### config.mk
export PLATFORM = sky130hd
export DESIGN_NAME = lsx_exec
export DESIGN_NICKNAME = d
export VERILOG_FILES = /design/src/rtl/lsx_pkg.sv /design/src/rtl/lsx_decode.sv /design/src/rtl/lsx_regs.sv /design/src/rtl/lsx_exec.sv
export SDC_FILE = /design/constraint.sdc
export NUM_CORES = 1
export LEC_CHECK = 0
export CORE_ASPECT_RATIO = 1.4
export CORE_MARGIN = 2
export CORE_UTILIZATION = 40
export DETAILED_ROUTE_END_ITERATION = 8
export HOLD_SLACK_MARGIN = 0.15
export PLACE_DENSITY_LB_ADDON = 0.08
export SLEW_MARGIN = 30
export SYNTH_ARGS = -nofsm -noshare
export SYNTH_HDL_FRONTEND = slang
export SYNTH_HIERARCHICAL = 1
export SYNTH_SLANG_ARGS = --single-unit
export TNS_END_PERCENT = 50
### constraint.sdc
create_clock -name clk_i -period 3.8 [get_ports clk_i]
set_clock_uncertainty 0.2 [all_clocks]
set_input_delay 0.95 -clock clk_i [delete_from_list [all_inputs] [get_ports clk_i]]
set_output_delay 0.95 -clock clk_i [all_outputs]
set_load 0.01 [all_outputs]
### src/rtl/lsx_pkg.sv
`timescale 1ns/1ps
package lsx_pkg;
  localparam int DW   = 8;
  localparam int AW   = 16;
  localparam int NREG = 4;
  localparam int SW   = 4;

  typedef enum logic [2:0] {M_IMP, M_IMM, M_ZP, M_ZPI, M_ABS, M_ABI} mode_e;
  typedef enum logic [1:0] {RG_A, RG_X, RG_Y, RG_S} reg_e;

  typedef struct packed {
    logic  ok;
    mode_e mode;
    logic  store;
    logic  idx_y;
    reg_e  dst;
    reg_e  src;
    logic  set_nz;
  } dec_t;
endpackage

### src/rtl/lsx_decode.sv
`timescale 1ns/1ps
module lsx_decode
  import lsx_pkg::*;
(
  input  logic [DW-1:0] op_i,
  output dec_t          dec_o
);
  always_comb begin
    dec_o = '{ok: 1'b1, mode: M_IMP, store: 1'b0, idx_y: 1'b0,
              dst: RG_A, src: RG_A, set_nz: 1'b1};
    // addressing mode and index choice
    case (op_i)
      8'hA9, 8'hA2, 8'hA0:                      dec_o.mode = M_IMM;
      8'hA5, 8'hA6, 8'hA4, 8'h85, 8'h86, 8'h84: dec_o.mode = M_ZP;
      8'hB5, 8'hB4, 8'h95, 8'h94:               dec_o.mode = M_ZPI;
      8'hB6, 8'h96: begin dec_o.mode = M_ZPI; dec_o.idx_y = 1'b1; end
      8'hAD, 8'hAE, 8'hAC, 8'h8D, 8'h8E, 8'h8C: dec_o.mode = M_ABS;
      8'hBD, 8'hBC, 8'h9D:                      dec_o.mode = M_ABI;
      8'hB9, 8'hBE, 8'h99: begin dec_o.mode = M_ABI; dec_o.idx_y = 1'b1; end
      8'hAA, 8'hA8, 8'hBA, 8'h8A, 8'h9A, 8'h98: dec_o.mode = M_IMP;
      default:                                  dec_o.ok = 1'b0;
    endcase
    // register roles
    case (op_i)
      8'hA9, 8'hA5, 8'hB5, 8'hAD, 8'hBD, 8'hB9: dec_o.dst = RG_A;
      8'hA2, 8'hA6, 8'hB6, 8'hAE, 8'hBE:        dec_o.dst = RG_X;
      8'hA0, 8'hA4, 8'hB4, 8'hAC, 8'hBC:        dec_o.dst = RG_Y;
      8'h85, 8'h95, 8'h8D, 8'h9D, 8'h99: begin
        dec_o.store = 1'b1; dec_o.set_nz = 1'b0; dec_o.src = RG_A;
      end
      8'h86, 8'h96, 8'h8E: begin
        dec_o.store = 1'b1; dec_o.set_nz = 1'b0; dec_o.src = RG_X;
      end
      8'h84, 8'h94, 8'h8C: begin
        dec_o.store = 1'b1; dec_o.set_nz = 1'b0; dec_o.src = RG_Y;
      end
      8'hAA: begin dec_o.src = RG_A; dec_o.dst = RG_X; end
      8'hA8: begin dec_o.src = RG_A; dec_o.dst = RG_Y; end
      8'hBA: begin dec_o.src = RG_S; dec_o.dst = RG_X; end
      8'h8A: begin dec_o.src = RG_X; dec_o.dst = RG_A; end
      8'h9A: begin dec_o.src = RG_X; dec_o.dst = RG_S; dec_o.set_nz = 1'b0; end
      8'h98: begin dec_o.src = RG_Y; dec_o.dst = RG_A; end
      default: ;
    endcase
  end
endmodule

### src/rtl/lsx_regs.sv
`timescale 1ns/1ps
module lsx_regs
  import lsx_pkg::*;
#(
  parameter int            W     = DW,
  parameter logic [W-1:0]  S_RST = '1
) (
  input  logic         clk_i,
  input  logic         rst_ni,
  input  logic         we_i,
  input  reg_e         wsel_i,
  input  logic [W-1:0] wval_i,
  input  reg_e         rsel_i,
  input  logic         idx_y_i,
  output logic [W-1:0] rval_o,
  output logic [W-1:0] ival_o
);
  logic [W-1:0] regs_w [NREG];

  for (genvar g = 0; g < NREG; g++) begin : g_reg
    localparam logic [W-1:0] RV = (g == int'(RG_S)) ? S_RST : '0;
    logic [W-1:0] q;
    always_ff @(posedge clk_i or negedge rst_ni) begin
      if (!rst_ni)                             q <= RV;
      else if (we_i && int'(wsel_i) == g)      q <= wval_i;
    end
    assign regs_w[g] = q;
  end

  assign rval_o = regs_w[rsel_i];
  assign ival_o = idx_y_i ? regs_w[RG_Y] : regs_w[RG_X];
endmodule

### src/rtl/lsx_exec.sv
`timescale 1ns/1ps
module lsx_exec
  import lsx_pkg::*;
#(
  parameter logic [AW-1:0] START_PC = 16'h0200
) (
  input  logic          clk_i,
  input  logic          rst_ni,
  output logic [AW-1:0] mem_addr_o,
  input  logic [DW-1:0] mem_rdata_i,
  output logic [DW-1:0] mem_wdata_o,
  output logic          mem_we_o,
  output logic          done_o,
  output logic          flag_upd_o,
  output logic          flag_n_o,
  output logic          flag_z_o,
  output logic          illegal_o
);
  localparam int HW = AW - DW;

  logic [SW-1:0] step_q, acc_step, last_step;
  logic [DW-1:0] pcl_q, pch_q, adl_q, adh_q, opnd_q;
  logic          cross_q, halt_q;
  dec_t          dec_q, dec_w;
  logic          run, is_mem, done_w, acc_w, pc_inc;
  logic [DW-1:0] rval_w, ival_w, cval_w;
  logic [DW:0]   idx_sum;

  lsx_decode u_dec (.op_i(mem_rdata_i), .dec_o(dec_w));

  lsx_regs #(.W(DW), .S_RST(8'hFF)) u_regs (
    .clk_i   (clk_i),
    .rst_ni  (rst_ni),
    .we_i    (done_w && !dec_q.store),
    .wsel_i  (dec_q.dst),
    .wval_i  (cval_w),
    .rsel_i  (dec_q.src),
    .idx_y_i (dec_q.idx_y),
    .rval_o  (rval_w),
    .ival_o  (ival_w)
  );

  assign run     = !halt_q;
  assign is_mem  = dec_q.mode inside {M_ZP, M_ZPI, M_ABS, M_ABI};
  assign idx_sum = {1'b0, mem_rdata_i} + {1'b0, ival_w};

  always_comb begin
    case (dec_q.mode)
      M_ZP:         acc_step = SW'(4);
      M_ZPI, M_ABS: acc_step = SW'(5);
      M_ABI:        acc_step = SW'(5) + SW'(cross_q);
      default:      acc_step = '0;
    endcase
    case (dec_q.mode)
      M_IMP:   last_step = SW'(3);
      M_IMM:   last_step = SW'(4);
      default: last_step = dec_q.store ? acc_step : acc_step + SW'(1);
    endcase
  end

  // steps 0 and 1 belong to the fetch; dec_q is stale there
  assign done_w = run && step_q >= SW'(2) && step_q == last_step;
  assign acc_w  = run && is_mem && step_q >= SW'(2) && step_q == acc_step;
  assign pc_inc = run && (step_q == SW'(0)
                  || (step_q == SW'(2) && dec_q.mode != M_IMP)
                  || (step_q == SW'(3) && dec_q.mode inside {M_ABS, M_ABI}));

  always_comb begin
    case (dec_q.mode)
      M_IMM:   cval_w = opnd_q;
      M_IMP:   cval_w = rval_w;
      default: cval_w = mem_rdata_i;
    endcase
  end

  assign mem_addr_o  = acc_w ? {adh_q, adl_q} : {pch_q, pcl_q};
  assign mem_wdata_o = rval_w;
  assign mem_we_o    = acc_w && dec_q.store;
  assign done_o      = done_w;
  assign flag_upd_o  = done_w && dec_q.set_nz;
  assign flag_n_o    = flag_upd_o && cval_w[DW-1];
  assign flag_z_o    = flag_upd_o && (cval_w == '0);
  assign illegal_o   = halt_q;

  always_ff @(posedge clk_i or negedge rst_ni) begin
    if (!rst_ni) begin
      step_q  <= '0;
      {pch_q, pcl_q} <= START_PC;
      adl_q   <= '0;
      adh_q   <= '0;
      opnd_q  <= '0;
      cross_q <= 1'b0;
      halt_q  <= 1'b0;
      dec_q   <= '0;
    end else if (run) begin
      if (pc_inc) {pch_q, pcl_q} <= {pch_q, pcl_q} + AW'(1);
      case (step_q)
        SW'(1): begin
          dec_q   <= dec_w;
          cross_q <= 1'b0;
          if (!dec_w.ok) halt_q <= 1'b1;
        end
        SW'(3): begin
          case (dec_q.mode)
            M_IMM: opnd_q <= mem_rdata_i;
            M_ZP:  begin adl_q <= mem_rdata_i;      adh_q <= '0; end
            M_ZPI: begin adl_q <= idx_sum[DW-1:0]; adh_q <= '0; end
            M_ABS: adl_q <= mem_rdata_i;
            M_ABI: {cross_q, adl_q} <= idx_sum;
            default: ;
          endcase
        end
        SW'(4): begin
          if (dec_q.mode == M_ABS) adh_q <= mem_rdata_i;
          if (dec_q.mode == M_ABI) adh_q <= mem_rdata_i + DW'(cross_q);
        end
        default: ;
      endcase
      step_q <= done_w ? '0 : step_q + SW'(1);
    end
  end

  a_r10_we_at_done: assert property (@(posedge clk_i) disable iff (!rst_ni)
    mem_we_o |-> done_o) else $error("write outside final cycle");
  a_r8_upd_at_done: assert property (@(posedge clk_i) disable iff (!rst_ni)
    flag_upd_o |-> done_o) else $error("flag update outside final cycle");
  a_r8_store_no_upd: assert property (@(posedge clk_i) disable iff (!rst_ni)
    mem_we_o |-> !flag_upd_o) else $error("store requested flag update");
  a_r9_done_pulse: assert property (@(posedge clk_i) disable iff (!rst_ni)
    done_o |=> !done_o) else $error("done held two cycles");
  a_r4_zp_page0: assert property (@(posedge clk_i) disable iff (!rst_ni)
    (acc_w && dec_q.mode inside {M_ZP, M_ZPI}) |-> mem_addr_o[AW-1:DW] == HW'(0))
    else $error("zero-page access left page zero");
  a_r11_halt_sticky: assert property (@(posedge clk_i) disable iff (!rst_ni)
    illegal_o |=> illegal_o) else $error("halt released");
  a_r11_halt_quiet: assert property (@(posedge clk_i) disable iff (!rst_ni)
    illegal_o |-> (!done_o && !mem_we_o && !flag_upd_o)) else $error("activity while halted");
  a_r11_exec_legal: assert property (@(posedge clk_i) disable iff (!rst_ni)
    (done_o || mem_we_o) |-> dec_q.ok) else $error("unsupported opcode executed");
endmodule

==> metrics.yaml <==
status: "finished, violations left"
violations: "negative setup slack"
m1WireLength_um: 6320
cpPeakStageDelay_ps: 410
drtIter0Drc: 204
nets: 662
antenna_found_initial: 0
pre_cts_slack_ps: -477
synth_nets: 555
path_buf_inv: 3
h-tree-depth: 3
ios: 40
diodes: 0
max-slew-margin-rel: 0.549
cp.required_ps: 2650
worst_path_most_repeated_cell: "and4b_1"
post-route-util: 0.512
top_layer: "met4"
path_delay_family: "simple AND/OR/NAND/NOR gates"
register_area_sq_um: 2220
crit_type: "register to primary output"
fin_tns_setup_ps: -1810
tightest_slew_ps: 676
insertion_delay_ps: 340
synth_top_family_by_area: "multiplexers"
ys_ff_latch: 88
drc: 0
synth_compound_area_frac: 0.0839
maxSlewViolCount: 0
wire_per_inst_um: 18.5
core_area_sq_um: 13800
arrival_ps: 2980
synthAdderAreaFrac: 0.0484
syn_area_sq_um: 5580
maxCapViolCount: 0
synthSimpleGateAreaFrac: 0.183
fmax_mhz: 242
synth_cell_type_count: 68
cts_buffers: 9
peakVddDrop_uv: 229
power.density_nw_per_um2: 482
crit_path_start_kind: "register"
most-common-layout-cells: "77 x dfrtp_1, 77 x buf_4, 63 x mux2_2, 47 x nand2_1, 28 x o21ai_0"
clk_transition_reported_paths_ps: 70
async_flop_share: 1.00
route.met3.wl_um: 371
gp_congestion: 0.842
hp-class: "register to register"
hold_ws_ps: 282
synth_seq_area_share: 0.397
ant_nets: 0
clock_path_buffers: 2
via_count: 4376
yosysWarnings: 6
syn_to_final_growth_pct: 26.4
period_share: 1.09
place_inst: 788
synth-xor-area-share: 0.0532
crit_path_end_kind: "primary output"
cts_sinks: 88
finalHoldViolCount: 0
rsz0062_at_grt: "yes"
fin_crit_ps: 4130
die_h_um: 144
wl_met2_um: 8110
stdcell_count: 821
initial_core_util: 0.405
grt_usage: 0.205
die_width_um: 104
cts_tree: "done"
grt_pass1_wl_um: 23900
ys.flop_type: "dfrtp_1"
placementRows: 51
die_area_sq_um: 14900
syn_area_per_cell_sq_um: 10.6
path_cells: "nor2b_4 -> a22o_1 -> nand2_1 -> inv_2 -> ha_4 -> nor3b_4 -> or3_4 -> a21oi_2 -> and4b_1 -> buf_6 -> nand3_4 -> and4b_1 -> buf_2"
clock-root-buffer: "clkbuf_16"
drt_wl_total_um: 15200
multi_input_area_sq_um: 3270
p_leak_uw: 0.00325
grt_max_degree: 52
drive_above_1_share: 0.381
crit_path_max_fanout: 3
fin_ws_ps: -332
overflow: 0
synth-edff-count: 0
synth_mux_area_frac: 0.194
portBuffers: 39
setup_viol: 14
worst_path_max_delay_cell: "dfrtp_1"
drt-pass1-iter-count: 5
nFillCells: 1315
viasPerCell: 5.33
first_global_vias: 4373
ctsHoldBuffers: 0
dp_hpwl_um: 11100
syn_inst: 524
-- Yosys cell counts (all sizes together), types with 2 or more instances --
cell type / instances / area, sq um
and3b: 3 / 26.3
a221oi: 2 / 17.5
nor2: 24 / 92.6
nor4: 2 / 12.5
mux2: 72 / 845
a221o: 3 / 30.0
and3: 12 / 80.1
o31ai: 3 / 22.5
ha: 20 / 250
buf: 14 / 110
nand3b: 3 / 30.0
dfstp: 9 / 236
nand2: 49 / 189
nor4bb: 3 / 30.0
nor4b: 5 / 43.8
nand4: 5 / 31.3
xor2: 12 / 105
or3: 5 / 31.3
clkbuf: 13 / 48.8
a41oi: 2 / 17.5
nand2b: 6 / 37.5
inv: 17 / 63.8
nor3b: 3 / 33.8
a21o: 3 / 22.5
and4b: 2 / 20.0
nor3: 12 / 76.3
mux4: 8 / 180
nand4b: 2 / 17.5
and4: 3 / 26.3
o211ai: 4 / 30.0
dfrtp: 79 / 1980
a21oi: 15 / 75.1
nand3: 20 / 105
xnor2: 21 / 191
nor2b: 11 / 76.3
a31oi: 2 / 12.5
a211oi: 4 / 35.0
and2: 3 / 18.8
o21ai: 29 / 145
mux2i: 6 / 60.1
-- path summary, 6_finish.rpt --
check,start,cells after the start,to,slack (ps)
setup / recovery,dec_q[9]$_DFFE_PN0P_,13,flag_z_o,-330
hold / removal,adh_q[5]$_DFFE_PN0P_,2,adh_q[5]$_DFFE_PN0P_,280
setup reg to reg,dec_q[9]$_DFFE_PN0P_,17,u_regs/g_reg[0].q[1]$_DFFE_PN0P_,70
hold reg to reg,adh_q[5]$_DFFE_PN0P_,2,adh_q[5]$_DFFE_PN0P_,280
max in group asynchronous,rst_ni,2,u_regs/g_reg[3].q[3]$_DFFE_PN1P_,2160
min in group asynchronous,rst_ni,1,step_q[2]$_DFFE_PN0N_,430
-- kinds of logic (layout without fill, tap and decap cells) --
family | count (synthesis) | after routing
buf+inv | 44 | 156
xor+xnor | 33 | 33
flops | 88 | 88
fa+ha+maj | 21 | 21
mux | 86 | 86
simple gates | 178 | 178
compound gates | 74 | 74
-- power breakdown --
part | switching, uW | internal, uW
clock network | 397 | 447
registers | 114 | 1090
logic | 665 | 689
total | 1180 | 2220
-- cell type report --
type,instances,area share
clock buffers,10,0.0325
clock inverters,6,0.00639
inverters,17,0.00905
multi-input cells,392,0.463
flip-flops and latches,88,0.314
well taps,185,0.0328
repair buffers,123,0.142
-- what timing repair did --
action / 4_1_cts / 5_1_grt
gates cloned: 0 / 2
resized for setup: 56 / 42
setup endpoints to repair: 21 / 52
pin swaps: 8 / 6
buffers inserted: 6 / 9
-- tightest hold or removal path, cell delays in order (launching register included) --
cell and delay, ps:
dfrtp_1 350, nand2_1 50, o21ai_0 60
-- metal layers --
metal	track usage	vias to the layer above
met3	0.0317	21
met2	0.376	70
met4	0.0683	0
met1	0.246	2180
li1	-	2105
met5	0	-
-- through the flow --
| step | power [uW] | cell area, sq um |
|---|---|---|
| 2_1_floorplan | 1870 | 5580 |
| 3_3_place_gp | 2500 | 6580 |
| 3_5_place_dp | 2510 | 6580 |
| 4_1_cts | 3400 | 6950 |
| 5_1_grt | 3620 | 7050 |
| 6_report | 3400 | 7050 |
-- state kept, by name, summed over array words and instances, names as in the netlist --
signal,cells
illegal_o,1
adl_q,8
pcl_q,8
dec_q,10
u_regs/g.q,32
pch_q,8
step_q,4
adh_q,8
cross_q,1
opnd_q,8
(Power assumes the default switching activity.)
